### config.mk
export PLATFORM = sky130hd
export DESIGN_NAME = smbus_lowtime_mon
export DESIGN_NICKNAME = d
export VERILOG_FILES = /design/src/rtl/smbus_mon_pkg.sv /design/src/rtl/smb_sync.sv /design/src/rtl/smb_bus_events.sv /design/src/rtl/smb_low_timer.sv /design/src/rtl/smb_ext_budget.sv /design/src/rtl/smbus_lowtime_mon.sv
export SDC_FILE = /design/constraint.sdc
export NUM_CORES = 1
export LEC_CHECK = 0
export BUFFER_PORTS_ARGS = -buffer_cell sky130_fd_sc_hd__buf_2
export CAP_MARGIN = 20
export CORE_ASPECT_RATIO = 1.4
export CORE_UTILIZATION = 40
export DETAILED_ROUTE_END_ITERATION = 10
export HOLD_SLACK_MARGIN = 0.12
export PLACE_DENSITY = 0.62
export SETUP_SLACK_MARGIN = 0.2
export SLEW_MARGIN = 0
export SYNTH_ARGS = -nofsm -noshare
export SYNTH_HDL_FRONTEND = slang
export SYNTH_SLANG_ARGS = --single-unit
### constraint.sdc
create_clock -name clk -period 2.1 [get_ports clk]
set_input_delay 0.21 -clock clk [delete_from_list [all_inputs] [get_ports clk]]
set_output_delay 0.21 -clock clk [all_outputs]
set_load 0.05 [all_outputs]
### src/rtl/smbus_mon_pkg.sv
package smbus_mon_pkg;
  // Decoded bus conditions, one sample wide
  typedef struct packed {
    logic rise;
    logic start;
    logic stop;
  } bus_ev_t;

  localparam int unsigned BITS_PER_BYTE = 9;
endpackage

### src/rtl/smb_sync.sv
module smb_sync #(
  parameter int unsigned W      = 2,
  parameter int unsigned STAGES = 2
) (
  input  logic         clk,
  input  logic         rst,
  input  logic [W-1:0] d,
  output logic [W-1:0] q
);
  logic [W-1:0] pipe [STAGES];

  always_ff @(posedge clk) begin
    if (rst) begin
      for (int i = 0; i < STAGES; i++) pipe[i] <= '1;
    end else begin
      pipe[0] <= d;
      for (int i = 1; i < STAGES; i++) pipe[i] <= pipe[i-1];
    end
  end

  assign q = pipe[STAGES-1];
endmodule

### src/rtl/smb_bus_events.sv
module smb_bus_events
  import smbus_mon_pkg::*;
(
  input  logic    clk,
  input  logic    rst,
  input  logic    s_scl,
  input  logic    s_sda,
  output bus_ev_t ev
);
  logic scl_q, sda_q;

  always_ff @(posedge clk) begin
    if (rst) begin
      scl_q <= 1'b1;
      sda_q <= 1'b1;
    end else begin
      scl_q <= s_scl;
      sda_q <= s_sda;
    end
  end

  always_comb begin
    ev.rise  = s_scl & ~scl_q;
    ev.start = s_scl & scl_q & sda_q & ~s_sda;
    ev.stop  = s_scl & scl_q & ~sda_q & s_sda;
  end
endmodule

### src/rtl/smb_low_timer.sv
module smb_low_timer #(
  parameter int unsigned TOUT_CYC  = 4_375_000,
  parameter int unsigned GRACE_CYC = 625
) (
  input  logic clk,
  input  logic rst,
  input  logic scl_low,
  output logic timeout_evt,
  output logic excess
);
  localparam int unsigned CW = $clog2(TOUT_CYC + 1);
  logic [CW-1:0] cnt;

  always_ff @(posedge clk) begin
    if (rst || !scl_low)            cnt <= '0;
    else if (cnt != CW'(TOUT_CYC))  cnt <= cnt + 1'b1;
  end

  assign timeout_evt = scl_low && (cnt == CW'(TOUT_CYC - 1));
  assign excess      = scl_low && (cnt >= CW'(GRACE_CYC));
endmodule

### src/rtl/smb_ext_budget.sv
module smb_ext_budget #(
  parameter int unsigned LIMIT = 1_250_000
) (
  input  logic clk,
  input  logic rst,
  input  logic clr,
  input  logic inc,
  output logic hit
);
  localparam int unsigned AW = $clog2(LIMIT + 1);
  logic [AW-1:0] acc;

  always_ff @(posedge clk) begin
    if (rst || clr)                       acc <= '0;
    else if (inc && acc != AW'(LIMIT))    acc <= acc + 1'b1;
  end

  assign hit = inc && (acc == AW'(LIMIT - 1));
endmodule

### src/rtl/smbus_lowtime_mon.sv
module smbus_lowtime_mon
  import smbus_mon_pkg::*;
#(
  parameter int unsigned TOUT_CYC  = 4_375_000,
  parameter int unsigned SEXT_CYC  = 3_125_000,
  parameter int unsigned MEXT_CYC  = 1_250_000,
  parameter int unsigned GRACE_CYC = 625
) (
  input  logic clk,
  input  logic rst,
  input  logic scl_raw,
  input  logic sda_raw,
  input  logic flag_clr,
  output logic tout_flag,
  output logic slv_ext_flag,
  output logic mst_ext_flag,
  output logic port_rst
);
  localparam int unsigned BW = $clog2(BITS_PER_BYTE);

  logic [1:0] lines_s;
  bus_ev_t    ev;
  logic       s_scl, s_sda;
  logic       t_evt, excess, s_evt, m_evt, any_evt;
  logic       in_msg, byte_end, charge;
  logic [BW-1:0] bit_cnt;

  smb_sync #(.W(2), .STAGES(2)) u_sync (
    .clk(clk), .rst(rst), .d({scl_raw, sda_raw}), .q(lines_s)
  );
  assign s_scl = lines_s[1];
  assign s_sda = lines_s[0];

  smb_bus_events u_ev (
    .clk(clk), .rst(rst), .s_scl(s_scl), .s_sda(s_sda), .ev(ev)
  );

  smb_low_timer #(.TOUT_CYC(TOUT_CYC), .GRACE_CYC(GRACE_CYC)) u_low (
    .clk(clk), .rst(rst), .scl_low(~s_scl),
    .timeout_evt(t_evt), .excess(excess)
  );

  assign charge = in_msg & excess;

  // message-wide and per-byte budgets share one accumulator design
  smb_ext_budget #(.LIMIT(SEXT_CYC)) u_msg (
    .clk(clk), .rst(rst), .clr(ev.start), .inc(charge), .hit(s_evt)
  );
  smb_ext_budget #(.LIMIT(MEXT_CYC)) u_byte (
    .clk(clk), .rst(rst), .clr(ev.start | ev.stop | byte_end),
    .inc(charge), .hit(m_evt)
  );

  assign any_evt  = t_evt | s_evt | m_evt;
  assign byte_end = in_msg & ev.rise & (bit_cnt == BW'(BITS_PER_BYTE - 1));

  always_ff @(posedge clk) begin
    if (rst) begin
      in_msg  <= 1'b0;
      bit_cnt <= '0;
    end else begin
      if (ev.start)                 in_msg <= 1'b1;
      else if (ev.stop || any_evt)  in_msg <= 1'b0;

      if (ev.start || ev.stop || byte_end) bit_cnt <= '0;
      else if (in_msg && ev.rise)          bit_cnt <= bit_cnt + 1'b1;
    end
  end

  always_ff @(posedge clk) begin
    if (rst) begin
      tout_flag    <= 1'b0;
      slv_ext_flag <= 1'b0;
      mst_ext_flag <= 1'b0;
      port_rst     <= 1'b0;
    end else begin
      tout_flag    <= t_evt | (tout_flag    & ~flag_clr);
      slv_ext_flag <= s_evt | (slv_ext_flag & ~flag_clr);
      mst_ext_flag <= m_evt | (mst_ext_flag & ~flag_clr);
      port_rst     <= any_evt;
    end
  end
endmodule

==> insert_results.sql, run 1 <==
INSERT INTO impl_metrics (metric_group, metric, value, unit) VALUES
('outcome', 'result_of_the_run', 'finished clean', ''),
('place', 'finalWeightedCongestion', '0.8388', ''),
('place', 'buffer_ports.inserted', '8', ''),
('cells_and_area', 'mostFrequentLayoutCells', '70 x sky130_fd_sc_hd__dfxtp_1, 66 x sky130_fd_sc_hd__nor2_1, 42 x sky130_fd_sc_hd__buf_4, 33 x sky130_fd_sc_hd__xnor2_1, 30 x sky130_fd_sc_hd__nand2_1', ''),
('cells_and_area', 'fraction_of_final_layout_cells_with_drive_strength_greater_than_1', '26.58', '%'),
('clocking', 'worst_skew_pair.late_latency', '340', 'ps'),
('cells_and_area', 'fill_cell_count', '881', ''),
('clocking', 'cts_sinks', '81', ''),
('clocking', 'cts-buffers-inserted', '9', ''),
('yosys', 'asyncSetResetFlopFracSynth', '0', '%'),
('cells_and_area', 'fin_nets', '532', ''),
('routing', 'dr.pass1.iters', '4', ''),
('yosys', 'synth.lib_cells_used.distinct', '49', ''),
('worst_setup_path', 'critical_path_peak_fanout', '5', ''),
('sta', 'slew_headroom', '65.62', '%'),
('grt', 'grtUsageTotal', '18.51', '%'),
('floorplanning', 'floorplan.initialDensity', '41.15', '%'),
('power', 'worst_voltage_drop_across_the_vdd_grid', '0.0004076', 'V'),
('power', 'finalPower', '3182', 'uW'),
('cells_and_area', 'seqCellArea', '1640', 'um2'),
('routing', 'drtAntennaViolNets', '0', ''),
('worst_setup_path', 'critical_path.endpoint_type', 'flop', ''),
('routing', 'route.detailed.wl_per_inst', '14.43', 'um'),
('sta', 'clock.fmax', '491.5', 'MHz'),
('job', 'maxCapViolations', '0', ''),
('sta', 'max_slew.worst_pin.slew', '513.4', 'ps'),
('yosys', 'yosysTopAreaCellShare', '41.66', '%'),
('routing', 'drt_drc_violations_left', '0', ''),
('routing', 'vias_per_cell', '5.404', ''),
('cells_and_area', 'layout.cells.most_common', 'sky130_fd_sc_hd__dfxtp_1', ''),
('grt', 'antenna_found_initial', '0', ''),
('worst_setup_path', 'cp_slowest_stage_delay', '440', 'ps'),
('sta', 'hold_viol_final', '0', ''),
('sta', 'crit_share_post_route', '96.89', '%'),
('clocking', 'cts_buffer_depth', '2', ''),
('floorplanning', 'design.die.area', '10140', 'um2'),
('sta', 'timing.final.setup_violations', '0', ''),
('cells_and_area', 'multi_input_area', '2382', 'um2'),
('cells_and_area', 'area_growth', '28.90', '%'),
('yosys', 'netlist_instances', '461', ''),
('yosys', 'post_synth.cell_area_avg', '8.444', 'um2'),
('yosys', 'sequential_cell_area_fraction_in_the_yosys_report', '41.66', '%'),
('cells_and_area', 'antenna_cells', '0', ''),
('routing', 'totalWireLength', '9134', 'um'),
('floorplanning', 'die_w', '85.37', 'um'),
('floorplanning', 'dieHeight', '118.7', 'um'),
('worst_setup_path', 'critical-path-top-delay-family', 'simple AND/OR/NAND/NOR gates', ''),
('worst_setup_path', 'timing.critical_path.buf_inv', '1', ''),
('routing', 'drt_iter0_markers', '161', ''),
('floorplanning', 'design.portCount', '9', ''),
('yosys', 'synth.top_cells.by_area', 'sky130_fd_sc_hd__dfxtp_1 42%, sky130_fd_sc_hd__xnor2_1 7.7%, sky130_fd_sc_hd__nor2_1 6.8%', ''),
('yosys', 'edff_count_synth', '0', ''),
('sta', 'slew_violations', '0', ''),
('power', 'powerDensity', '634.3', 'nW/um2'),
('sta', 'finalClockSkew', '4.954', 'ps'),
('power', 'p_leak', '0.001663', 'uW'),
('routing', 'via_count', '3421', ''),
('cells_and_area', 'final_cell_area', '5017', 'um2'),
('grt', 'grt_max_degree', '26', ''),
('clocking', 'cts_root_buf', 'sky130_fd_sc_hd__clkbuf_16', ''),
('clocking', 'tritoncts', 'yes', ''),
('place', 'postPlaceCellArea', '4302', 'um2'),
('yosys', 'yosys_most_used_dff', 'sky130_fd_sc_hd__dfxtp_1', ''),
('worst_setup_path', 'path_class', 'reg2reg', ''),
('grt', 'global_route.overflow_total', '0', ''),
('yosys', 'synth_nets', '475', ''),
('sta', 'grt_setup_unrepaired', 'yes', ''),
('worst_setup_path', 'cp.arrival', '2310', 'ps'),
('yosys', 'synth.ff_latch_count', '81', ''),
('worst_setup_path', 'worstPathRequired', '2380', 'ps'),
('grt', 'number_of_global_route_vias_before_repair', '3281', '');
==> power by group <==
part           total [uW]  internal, uW  switching, uW
clock network        1570           949            619
logic                67.3          23.9           43.3
registers            1550          1540           6.01
==> cells in the mapped netlist, types with 2 or more instances <==
| master | number |
|---|---|
| sky130_fd_sc_hd__nor4bb_1 | 2 |
| sky130_fd_sc_hd__mux2i_1 | 2 |
| sky130_fd_sc_hd__or2_2 | 8 |
| sky130_fd_sc_hd__clkbuf_1 | 11 |
| sky130_fd_sc_hd__inv_1 | 22 |
| sky130_fd_sc_hd__nor4b_1 | 10 |
| sky130_fd_sc_hd__o21ai_0 | 15 |
| sky130_fd_sc_hd__a21oi_1 | 24 |
| sky130_fd_sc_hd__nand4b_1 | 3 |
| sky130_fd_sc_hd__nor4_1 | 16 |
| sky130_fd_sc_hd__and4_1 | 6 |
| sky130_fd_sc_hd__nand2b_1 | 4 |
| sky130_fd_sc_hd__nand2_1 | 30 |
| sky130_fd_sc_hd__nand4_1 | 13 |
| sky130_fd_sc_hd__and3_1 | 5 |
| sky130_fd_sc_hd__nor3_1 | 9 |
| sky130_fd_sc_hd__a21o_1 | 2 |
| sky130_fd_sc_hd__or3_1 | 11 |
| sky130_fd_sc_hd__buf_2 | 4 |
| sky130_fd_sc_hd__ha_1 | 9 |
| sky130_fd_sc_hd__or4_1 | 4 |
| sky130_fd_sc_hd__nand3_1 | 23 |
| sky130_fd_sc_hd__xor2_1 | 15 |
| sky130_fd_sc_hd__and2_1 | 2 |
| sky130_fd_sc_hd__nor2_1 | 70 |
| sky130_fd_sc_hd__dfxtp_1 | 81 |
| sky130_fd_sc_hd__xnor2_1 | 34 |
| sky130_fd_sc_hd__nor2b_1 | 2 |
| sky130_fd_sc_hd__nand3b_1 | 4 |
==> worst paths after layout <==
check	from	to	slack, ps	cells after the start
setup / recovery	u_low.cnt[6]	u_byte.acc[15]	70	7
hold / removal	rst	mst_ext_flag	190	2
setup reg to reg	u_low.cnt[6]	u_byte.acc[15]	70	7
hold reg to reg	u_sync.pipe[0][1]	u_sync.pipe[0][3]	410	1
==> cell type report <==
cell class / count / area share (%)
Multi-Input combinational cell: 343 / 47.48
Sequential cell: 81 / 32.69
Timing Repair Buffer: 61 / 9.451
Clock buffer: 11 / 4.838
Tap cell: 110 / 2.743
Inverter: 22 / 1.696
Clock inverter: 5 / 1.097
==> state kept, by name, indices dropped and copies added (netlist names) <==
register and count:
u_msg.acc 22, in_msg 1, tout_flag 1, u_byte.acc 21
u_ev.scl_q 1, u_sync.pipe 4, port_rst 1, bit_cnt 4
u_ev.sda_q 1, mst_ext_flag 1, u_low.cnt 23, slv_ext_flag 1
==> stage by stage <==
step | setup TNS, ps | hold slack, ps | cells | worst slack [ps] | util (%)
after global placement | 0 | 392.0 | 600 | 28.80 | 45.48
after global routing | -2.279 | 217.5 | 633 | -2.279 | 53.04
final | 0 | 187.0 | 633 | 65.22 | 53.04
after floorplan | 0 | 313.8 | 461 | 167.9 | -
after detailed placement | -86.80 | 397.2 | 600 | -38.74 | 45.48
after CTS | 0 | 183.6 | 625 | 122.1 | 50.04
==> layer usage <==
| layer | wire length (um) | part of all wire, % | vias to the layer above | global-route usage [%] |
|---|---|---|---|---|
| met3 | 241 | 2.6 | 17 | 2.863 |
| li1 | - | - | 1722 | - |
| met5 | 0 | 0 | - | 0 |
| met4 | 248 | 2.7 | 0 | 11.15 |
| met2 | 4655 | 51 | 49 | 31.91 |
| met1 | 3988 | 44 | 1633 | 21.29 |
==> cells by family after synthesis <==
logic type / count (synthesis) / synth area share [%]
AOI/OAI and AO/OA: 53 / 8.101
and+or+nand+nor: 230 / 32.11
adders and majority gates: 9 / 2.893
buffers and inverters: 37 / 3.697
muxes: 2 / 0.5143
DFF: 81 / 41.66
xor gates and xnor gates: 49 / 11.03
==> repair_timing <==
item,in CTS,in global routing
setup buffers,6,7
pin swaps,14,23
gates resized for setup,17,47
setup endpoints to repair,40,47
endpoints found under the hold margin,2,0
hold buffers,2,0
cloned,1,1
Power figures use the tool's default switching activity.
==> run 2: changes to the inputs <==
--- a/config.mk
+++ b/config.mk
@@ -6,9 +6,10 @@
 export NUM_CORES = 1
 export LEC_CHECK = 0
 export BUFFER_PORTS_ARGS = -buffer_cell sky130_fd_sc_hd__buf_2
-export CAP_MARGIN = 20
+export CAP_MARGIN = 25
 export CORE_ASPECT_RATIO = 1.4
 export CORE_UTILIZATION = 40
+export CTS_BUF_LIST = sky130_fd_sc_hd__clkbuf_16
 export DETAILED_ROUTE_END_ITERATION = 10
 export HOLD_SLACK_MARGIN = 0.12
 export PLACE_DENSITY = 0.62
==> insert_results.sql, run 2 (synthesis results as in run 1) <==
INSERT INTO impl_metrics (metric_group, metric, value, unit) VALUES
('floorplanning', 'design.die.area', '10140', 'um2'),
('cells_and_area', 'area_growth', '28.64', '%'),
('clocking', 'worst_skew_pair.late_latency', '340', 'ps'),
('floorplanning', 'rows', '42', ''),
('routing', 'drt_iter0_markers', '163', ''),
('cells_and_area', 'mostFrequentLayoutCells', '70 x sky130_fd_sc_hd__dfxtp_1, 66 x sky130_fd_sc_hd__nor2_1, 42 x sky130_fd_sc_hd__buf_4, 33 x sky130_fd_sc_hd__xnor2_1, 30 x sky130_fd_sc_hd__nand2_1', ''),
('worst_hold_path', 'hp-class', 'in2reg', ''),
('cells_and_area', 'layout.cells.most_common', 'sky130_fd_sc_hd__dfxtp_1', ''),
('clocking', 'cts_buffer_depth', '2', ''),
('clocking', 'cts_root_buf', 'sky130_fd_sc_hd__clkbuf_16', ''),
('worst_setup_path', 'critical_path_peak_fanout', '5', ''),
('sta', 'clock.fmax', '496.2', 'MHz'),
('grt', 'global_route.overflow_total', '0', ''),
('sta', 'max_slew.worst_pin.slew', '502.8', 'ps'),
('grt', 'grtUsageTotal', '18.48', '%'),
('cells_and_area', 'final_util', '52.94', '%'),
('cells_and_area', 'regMostFlops', 'u_low.cnt', ''),
('clocking', 'cts_sinks', '81', ''),
('clocking', 'tritoncts', 'yes', ''),
('sta', 'timing.final.setup_violations', '0', ''),
('job', 'maxCapViolations', '0', ''),
('grt', 'grt_pass1_wl', '14920', 'um'),
('sta', 'slew_headroom', '66.34', '%'),
('grt', 'grt_max_degree', '26', ''),
('floorplanning', 'dieHeight', '118.7', 'um'),
('place', 'finalWeightedCongestion', '0.8388', ''),
('routing', 'via_count', '3447', ''),
('sta', 'hold_viol_final', '0', ''),
('routing', 'totalWireLength', '9143', 'um'),
('place', 'buffer_ports.inserted', '8', ''),
('routing', 'drt_drc_violations_left', '0', ''),
('power', 'powerDensity', '627.0', 'nW/um2'),
('cells_and_area', 'fraction_of_final_layout_cells_with_drive_strength_greater_than_1', '26.39', '%'),
('routing', 'drtAntennaViolNets', '0', ''),
('worst_setup_path', 'r2r-start', 'u_low.cnt[6]', ''),
('sta', 'slew_violations', '0', ''),
('sta', 'grt_setup_unrepaired', 'yes', ''),
('routing', 'vias_per_cell', '5.445', ''),
('cells_and_area', 'reg.largest.list', 'u_low.cnt: 23 flops, u_msg.acc: 22 flops, u_byte.acc: 21 flops', ''),
('sta', 'finalClockSkew', '5.251', 'ps'),
('floorplanning', 'die_w', '85.37', 'um'),
('floorplanning', 'floorplan.initialDensity', '41.15', '%'),
('worst_setup_path', 'rrSetupSlack', '80', 'ps'),
('cells_and_area', 'final_cell_area', '5007', 'um2'),
('grt', 'number_of_global_route_vias_before_repair', '3281', ''),
('worst_setup_path', 'path_class', 'reg2reg', ''),
('grt', 'antenna_found_initial', '0', ''),
('cells_and_area', 'fill_cell_count', '881', ''),
('worst_hold_path', 'worstHoldStart', 'rst', ''),
('cells_and_area', 'largest_register_ff_count', '23', ''),
('routing', 'route.detailed.wl_per_inst', '14.44', 'um'),
('power', 'worst_voltage_drop_across_the_vdd_grid', '0.0004081', 'V'),
('floorplanning', 'design.portCount', '9', ''),
('cells_and_area', 'seqCellArea', '1640', 'um2'),
('worst_setup_path', 'worstSetupStartpoint', 'u_low.cnt[6]', ''),
('sta', 'crit_share_post_route', '95.97', '%'),
('clocking', 'cts-buffers-inserted', '9', ''),
('place', 'postPlaceCellArea', '4302', 'um2'),
('worst_setup_path', 'worstPathRequired', '2380', 'ps'),
('routing', 'dr.pass1.iters', '4', ''),
('sta', 'finalWorstPathRequiredPeriod', '2015', 'ps'),
('floorplanning', 'floorplan.core_area', '9459', 'um2'),
('cells_and_area', 'antenna_cells', '0', ''),
('cells_and_area', 'multi_input_area', '2382', 'um2'),
('worst_setup_path', 'startpoint_type', 'flop', ''),
('place', 'placed_cells_incl_taps', '600', ''),
('clocking', 'post_cts_clock_slew_at_the_launch_and_capture_registers_of_the_worst_setup_and_hold_paths', '60', 'ps'),
('outcome', 'result_of_the_run', 'finished clean', ''),
('cells_and_area', 'fin_nets', '532', ''),
('place', 'post-dp-hpwl', '5959', 'um'),
('clocking', 'h_tree_depth', '3', ''),
('worst_setup_path', 'critical_path.endpoint_type', 'flop', ''),
('power', 'p_leak', '0.001661', 'uW'),
('worst_setup_path', 'cp.arrival', '2290', 'ps'),
('cells_and_area', 'final_cells', '633', '');
-- run 2: final cells by class --
class	instances	area share (%)
multi-input combinational	343	47.58
sequential	81	32.76
timing repair buffer	61	9.470
clock buffer	9	4.498
tap	110	2.749
inverter	22	1.699
clock inverter	7	1.249
-- run 2: final timing paths --
path	end	cells after the start
worst min register to register	u_sync.pipe[0][3]	1
worst min-delay path	mst_ext_flag	2
worst max-delay path	u_byte.acc[15]	7
worst max register to register	u_byte.acc[15]	7
-- run 2: per-stage QoR --
stage	setup slack (ps)	total power (uW)	setup TNS, ps	hold slack [ps]
2_1_floorplan	167.9	1622	0	313.8
3_5_place_dp	-38.74	1642	-86.80	397.2
3_3_place_gp	28.80	1641	0	392.0
5_1_grt	-2.091	3239	-2.091	219.4
4_1_cts	122.1	3164	0	185.0
6_report	84.72	3139	0	187.7
-- run 2: critical path, stage by stage, from the launching register on --
cell                       delay [ps]
sky130_fd_sc_hd__dfxtp_2          330
sky130_fd_sc_hd__and3_4           220
sky130_fd_sc_hd__nand3_4           70
sky130_fd_sc_hd__o211ai_1         430
sky130_fd_sc_hd__nand4_1          250
sky130_fd_sc_hd__buf_6            200
sky130_fd_sc_hd__or3_4            330
sky130_fd_sc_hd__a21oi_2          110
-- run 2: what timing repair did --
| action | in CTS | in global routing |
|---|---|---|
| endpoints found under the hold margin | 2 | 0 |
| pin swaps | 14 | 23 |
| setup endpoints to repair | 40 | 47 |
| cloned | 1 | 1 |
| setup buffers | 6 | 7 |
| hold buffers | 2 | 0 |
| gates resized for setup | 17 | 47 |
-- run 2: power breakdown --
group	total (uW)	leakage (uW)	internal (uW)	switching (uW)
clock network	1530	0.000140	907	618
registers	1550	0.000660	1540	6.07
logic	67.2	0.000862	23.9	43.3
-- run 2: metal layers --
metal | share of wire, % | GRT usage [%]
met2 | 51 | 31.85
met3 | 2.2 | 2.863
met1 | 44 | 21.25
met5 | 0 | 0
met4 | 2.8 | 11.15
==> run 3: changes to the inputs <==
--- a/config.mk
+++ b/config.mk
@@ -5,6 +5,7 @@
 export SDC_FILE = /design/constraint.sdc
 export NUM_CORES = 1
 export LEC_CHECK = 0
+export ABC_AREA = 1
 export BUFFER_PORTS_ARGS = -buffer_cell sky130_fd_sc_hd__buf_2
 export CAP_MARGIN = 25
 export CORE_ASPECT_RATIO = 1.4
==> insert_results.sql, run 3 <==
INSERT INTO impl_metrics (metric_group, metric, value, unit) VALUES
('power', 'switching_component_of_the_power', '774.6', 'uW'),
('place', 'place_ws', '151.6', 'ps'),
('clocking', 'cts_buffer_depth', '2', ''),
('yosys', 'edff_count_synth', '0', ''),
('cells_and_area', 'regMostFlops', 'u_low.cnt', ''),
('clocking', 'h_tree_depth', '3', ''),
('worst_setup_path', 'worstSetupStartpoint', 'u_low.cnt[1]', ''),
('routing', 'route.met2.wl', '6149', 'um'),
('worst_hold_path', 'hold_path_depth', '2', ''),
('worst_setup_path', 'crit_path_top_delay_cell', 'sky130_fd_sc_hd__dfxtp_2', ''),
('power', 'power_switching_share', '23.48', '%'),
('routing', 'route.detailed.wl_per_inst', '13.08', 'um'),
('routing', 'dr.max_layer_used', 'met4', ''),
('worst_setup_path', 'rrSetupSlack', '340', 'ps'),
('worst_hold_path', 'hp-class', 'in2reg', ''),
('floorplanning', 'design.die.area', '12630', 'um2'),
('worst_setup_path', 'crit_end', 'u_byte.acc[19]', ''),
('yosys', 'netlist_instances', '723', ''),
('grt', 'global_route.overflow_total', '0', ''),
('worst_setup_path', 'critical_path.endpoint_type', 'flop', ''),
('routing', 'wl_met1', '4635', 'um'),
('worst_setup_path', 'worstReg2RegEnd', 'u_byte.acc[19]', ''),
('place', 'buffer_ports.inserted', '8', ''),
('sta', 'finalClockSkew', '9.555', 'ps'),
('floorplanning', 'floorplan.initialDensity', '41.22', '%'),
('sta', 'max_slew.worst_pin.slew', '447.9', 'ps'),
('yosys', 'yosysTopAreaCell', 'sky130_fd_sc_hd__dfxtp_1', ''),
('grt', 'number_of_global_route_vias_before_repair', '4407', ''),
('worst_setup_path', 'critical_path_peak_fanout', '8', ''),
('yosys', 'synth_nets', '737', ''),
('sta', 'crit_share_post_route', '83.74', '%'),
('yosys', 'asyncSetResetFlopFracSynth', '0', '%'),
('worst_setup_path', 'path_class', 'reg2reg', ''),
('worst_setup_path', 'cp_slowest_stage_delay', '340', 'ps'),
('power', 'finalPower', '3299', 'uW'),
('outcome', 'result_of_the_run', 'finished clean', ''),
('grt', 'grt_max_degree', '26', ''),
('sta', 'slew_violations', '0', ''),
('yosys', 'synth.top_cells.by_area', 'sky130_fd_sc_hd__dfxtp_1 33%, sky130_fd_sc_hd__nand2_1 12%, sky130_fd_sc_hd__nor2_1 7.2%', ''),
('grt', 'grt_pass1_wl', '19540', 'um'),
('cells_and_area', 'final_cells', '887', ''),
('sta', 'finalWorstSetupSlack', '341.4', 'ps'),
('cells_and_area', 'antenna_cells', '0', ''),
('clocking', 'cts_sinks', '81', ''),
('cells_and_area', 'fill_cell_count', '1198', ''),
('routing', 'drt_iter0_markers', '270', ''),
('sta', 'tns', '0', 'ps'),
('sta', 'finalWorstPathRequiredPeriod', '1759', 'ps'),
('routing', 'met3_length', '457', 'um'),
('cells_and_area', 'layout.cells.most_common', 'sky130_fd_sc_hd__nand2_1', ''),
('place', 'finalWeightedCongestion', '0.9091', ''),
('power', 'fraction_of_power_consumed_by_combinational_cells', '2.1', '%'),
('yosys', 'synth_area', '4872', 'um2'),
('floorplanning', 'rows', '47', ''),
('sta', 'slew_headroom', '69.87', '%'),
('sta', 'grt_setup_unrepaired', 'no', ''),
('yosys', 'synth.ff_latch_count', '81', ''),
('yosys', 'yosys_most_used_dff', 'sky130_fd_sc_hd__dfxtp_1', ''),
('cells_and_area', 'fraction_of_final_layout_cells_with_drive_strength_greater_than_1', '15.27', '%'),
('power', 'worst_voltage_drop_across_the_vdd_grid', '0.0003372', 'V'),
('worst_setup_path', 'r2r-start', 'u_low.cnt[1]', ''),
('cells_and_area', 'fin_nets', '749', ''),
('sta', 'fin_worst_hold_slack', '169.8', 'ps'),
('place', 'post-dp-hpwl', '8478', 'um'),
('yosys', 'yosysTopAreaCellShare', '33.28', '%'),
('clocking', 'worst_skew_pair.late_latency', '340', 'ps'),
('sta', 'clock.fmax', '568.6', 'MHz'),
('floorplanning', 'dieHeight', '132.6', 'um'),
('worst_setup_path', 'startpoint_type', 'flop', ''),
('worst_setup_path', 'critical_path.cell_chain', 'inv_2, ha_2, nand2_1, nor2_1, nand3_1, nor2_2, nor2_2, nor2_4, buf_12, nand2_8, inv_12, nand2_1, a21oi_1', ''),
('grt', 'grtUsageTotal', '19.40', '%'),
('clocking', 'post_cts_clock_slew_at_the_launch_and_capture_registers_of_the_worst_setup_and_hold_paths', '70', 'ps'),
('yosys', 'sequential_cell_area_fraction_in_the_yosys_report', '33.28', '%'),
('clocking', 'cts-buffers-inserted', '9', ''),
('routing', 'totalWireLength', '11600', 'um'),
('yosys', 'synth.most_common_cell', 'sky130_fd_sc_hd__nand2_1', ''),
('floorplanning', 'floorplan.core_area', '11820', 'um2'),
('grt', 'antenna_found_initial', '0', ''),
('power', 'p_leak', '0.001969', 'uW'),
('yosys', 'post_synth.cell_area_avg', '6.739', 'um2'),
('floorplanning', 'design.portCount', '9', ''),
('worst_setup_path', 'worstPathRequired', '2370', 'ps'),
('worst_setup_path', 'cp.arrival', '2030', 'ps'),
('power', 'clock_power_share', '51.1', '%'),
('cells_and_area', 'mostFrequentLayoutCells', '151 x sky130_fd_sc_hd__nand2_1, 92 x sky130_fd_sc_hd__nor2_1, 79 x sky130_fd_sc_hd__inv_1, 74 x sky130_fd_sc_hd__dfxtp_1, 54 x sky130_fd_sc_hd__a21oi_1', ''),
('cells_and_area', 'largest_register_ff_count', '23', ''),
('cells_and_area', 'area_growth', '12.66', '%'),
('routing', 'drtAntennaViolNets', '0', ''),
('power', 'internal-power', '2524', 'uW'),
('yosys', 'synth-warning-count', '0', ''),
('routing', 'drt_drc_violations_left', '0', ''),
('worst_setup_path', 'reg2reg_depth', '13', ''),
('routing', 'via_count', '4570', ''),
('place', 'placed_cells_incl_taps', '862', ''),
('yosys', 'netlist_top_cells_count', '152 x sky130_fd_sc_hd__nand2_1, 94 x sky130_fd_sc_hd__nor2_1, 81 x sky130_fd_sc_hd__dfxtp_1', ''),
('power', 'powerDensity', '601.0', 'nW/um2'),
('routing', 'dr.pass1.iters', '4', ''),
('floorplanning', 'die_w', '95.28', 'um'),
('routing', 'vias_per_cell', '5.152', ''),
('power', 'sequentialPowerShare', '46.8', '%'),
('yosys', 'synth.lib_cells_used.distinct', '37', ''),
('sta', 'hold_viol_final', '0', ''),
('clocking', 'cts_root_buf', 'sky130_fd_sc_hd__clkbuf_16', ''),
('cells_and_area', 'reg.largest.list', 'u_low.cnt: 23 flops, u_msg.acc: 22 flops, u_byte.acc: 21 flops', ''),
('sta', 'timing.final.setup_violations', '0', ''),
('job', 'maxCapViolations', '0', ''),
('clocking', 'tritoncts', 'yes', '');
[run 3: cell types whose count changed after synthesis, moves of 12 or more]
cell / before / now
sky130_fd_sc_hd__nand2_2: 0 / 14
sky130_fd_sc_hd__inv_1: 22 / 80
sky130_fd_sc_hd__a21oi_1: 24 / 55
sky130_fd_sc_hd__nor3_1: 9 / 26
sky130_fd_sc_hd__nand3_1: 23 / 48
sky130_fd_sc_hd__xnor2_1: 34 / 8
sky130_fd_sc_hd__xor2_1: 15 / 27
sky130_fd_sc_hd__nand2_1: 30 / 152
sky130_fd_sc_hd__nor2_1: 70 / 94
[run 3: cell type report]
class                   count  area, um2  share of cell area, %
well taps                 147      183.9                  3.351
multi-input cells         534       2854                  51.99
repair buffers             18      136.4                  2.485
clock inverters             7      95.09                  1.732
flip-flops and latches     81       1630                  29.70
inverters                  90      352.8                  6.428
clock buffers               9      225.2                  4.103
repair inverters            1      11.26                 0.2052
[run 3: power groups by stage]
stage	Clock (uW)	Sequential (uW)	Combinational, uW
after global placement	0	1580	64.5
after CTS	1730	1540	69.7
after detailed placement	0	1580	66.4
final	1690	1550	68.5
after global routing	1790	1550	76.9
after floorplan	0	1580	43.9
[run 3: logic make-up (layout without fill, tap and decap cells)]
| group | Yosys count | after routing | synth area share [%] |
|---|---|---|---|
| compound gates | 93 | 93 | 10.55 |
| fa+ha+maj | 9 | 9 | 2.311 |
| simple gates | 395 | 397 | 37.60 |
| buf+inv | 110 | 125 | 9.964 |
| flops | 81 | 81 | 33.28 |
| xor+xnor | 35 | 35 | 6.292 |
[run 3: worst min path at each step]
| stage | slack (ps) | from | to |
|---|---|---|---|
| after global routing | 180 | rst | tout_flag |
| after detailed placement | 400 | sda_raw | u_sync.pipe[0][0] |
| after floorplan | 310 | sda_raw | u_sync.pipe[0][0] |
| final | 170 | rst | slv_ext_flag |
| after CTS | 170 | flag_clr | tout_flag |
| after global placement | 400 | scl_raw | u_sync.pipe[0][1] |
[run 3: layer usage]
layer  vias up  track usage [%]
met2       116            34.80
met1      2065            20.88
met5         -                0
li1       2361                -
met4         0            8.923
met3        28            4.540
[run 3: worst max-delay path: cells and delay by family (launching register included)]
| kind | cells | cell delay (ps) |
|---|---|---|
| AOI/OAI and AO/OA | 1 | 130 |
| adders and majority gates | 1 | 180 |
| buffers and inverters | 3 | 310 |
| DFF | 1 | 340 |
| and+or+nand+nor | 8 | 710 |
[run 3: metrics by stage]
step	utilization, %	instance area (um2)
6_report	46.44	5489
5_1_grt	46.44	5489
4_1_cts	45.54	5383
3_5_place_dp	42.16	4984
3_3_place_gp	42.16	4984
2_1_floorplan	-	4872
[run 3: repair_timing]
action,CTS,global route
pin swaps,2,5
cloned,1,2
hold buffers,2,0
setup endpoints to repair,21,50
resized for setup,5,26
setup buffers,2,2
hold endpoints to repair,2,0
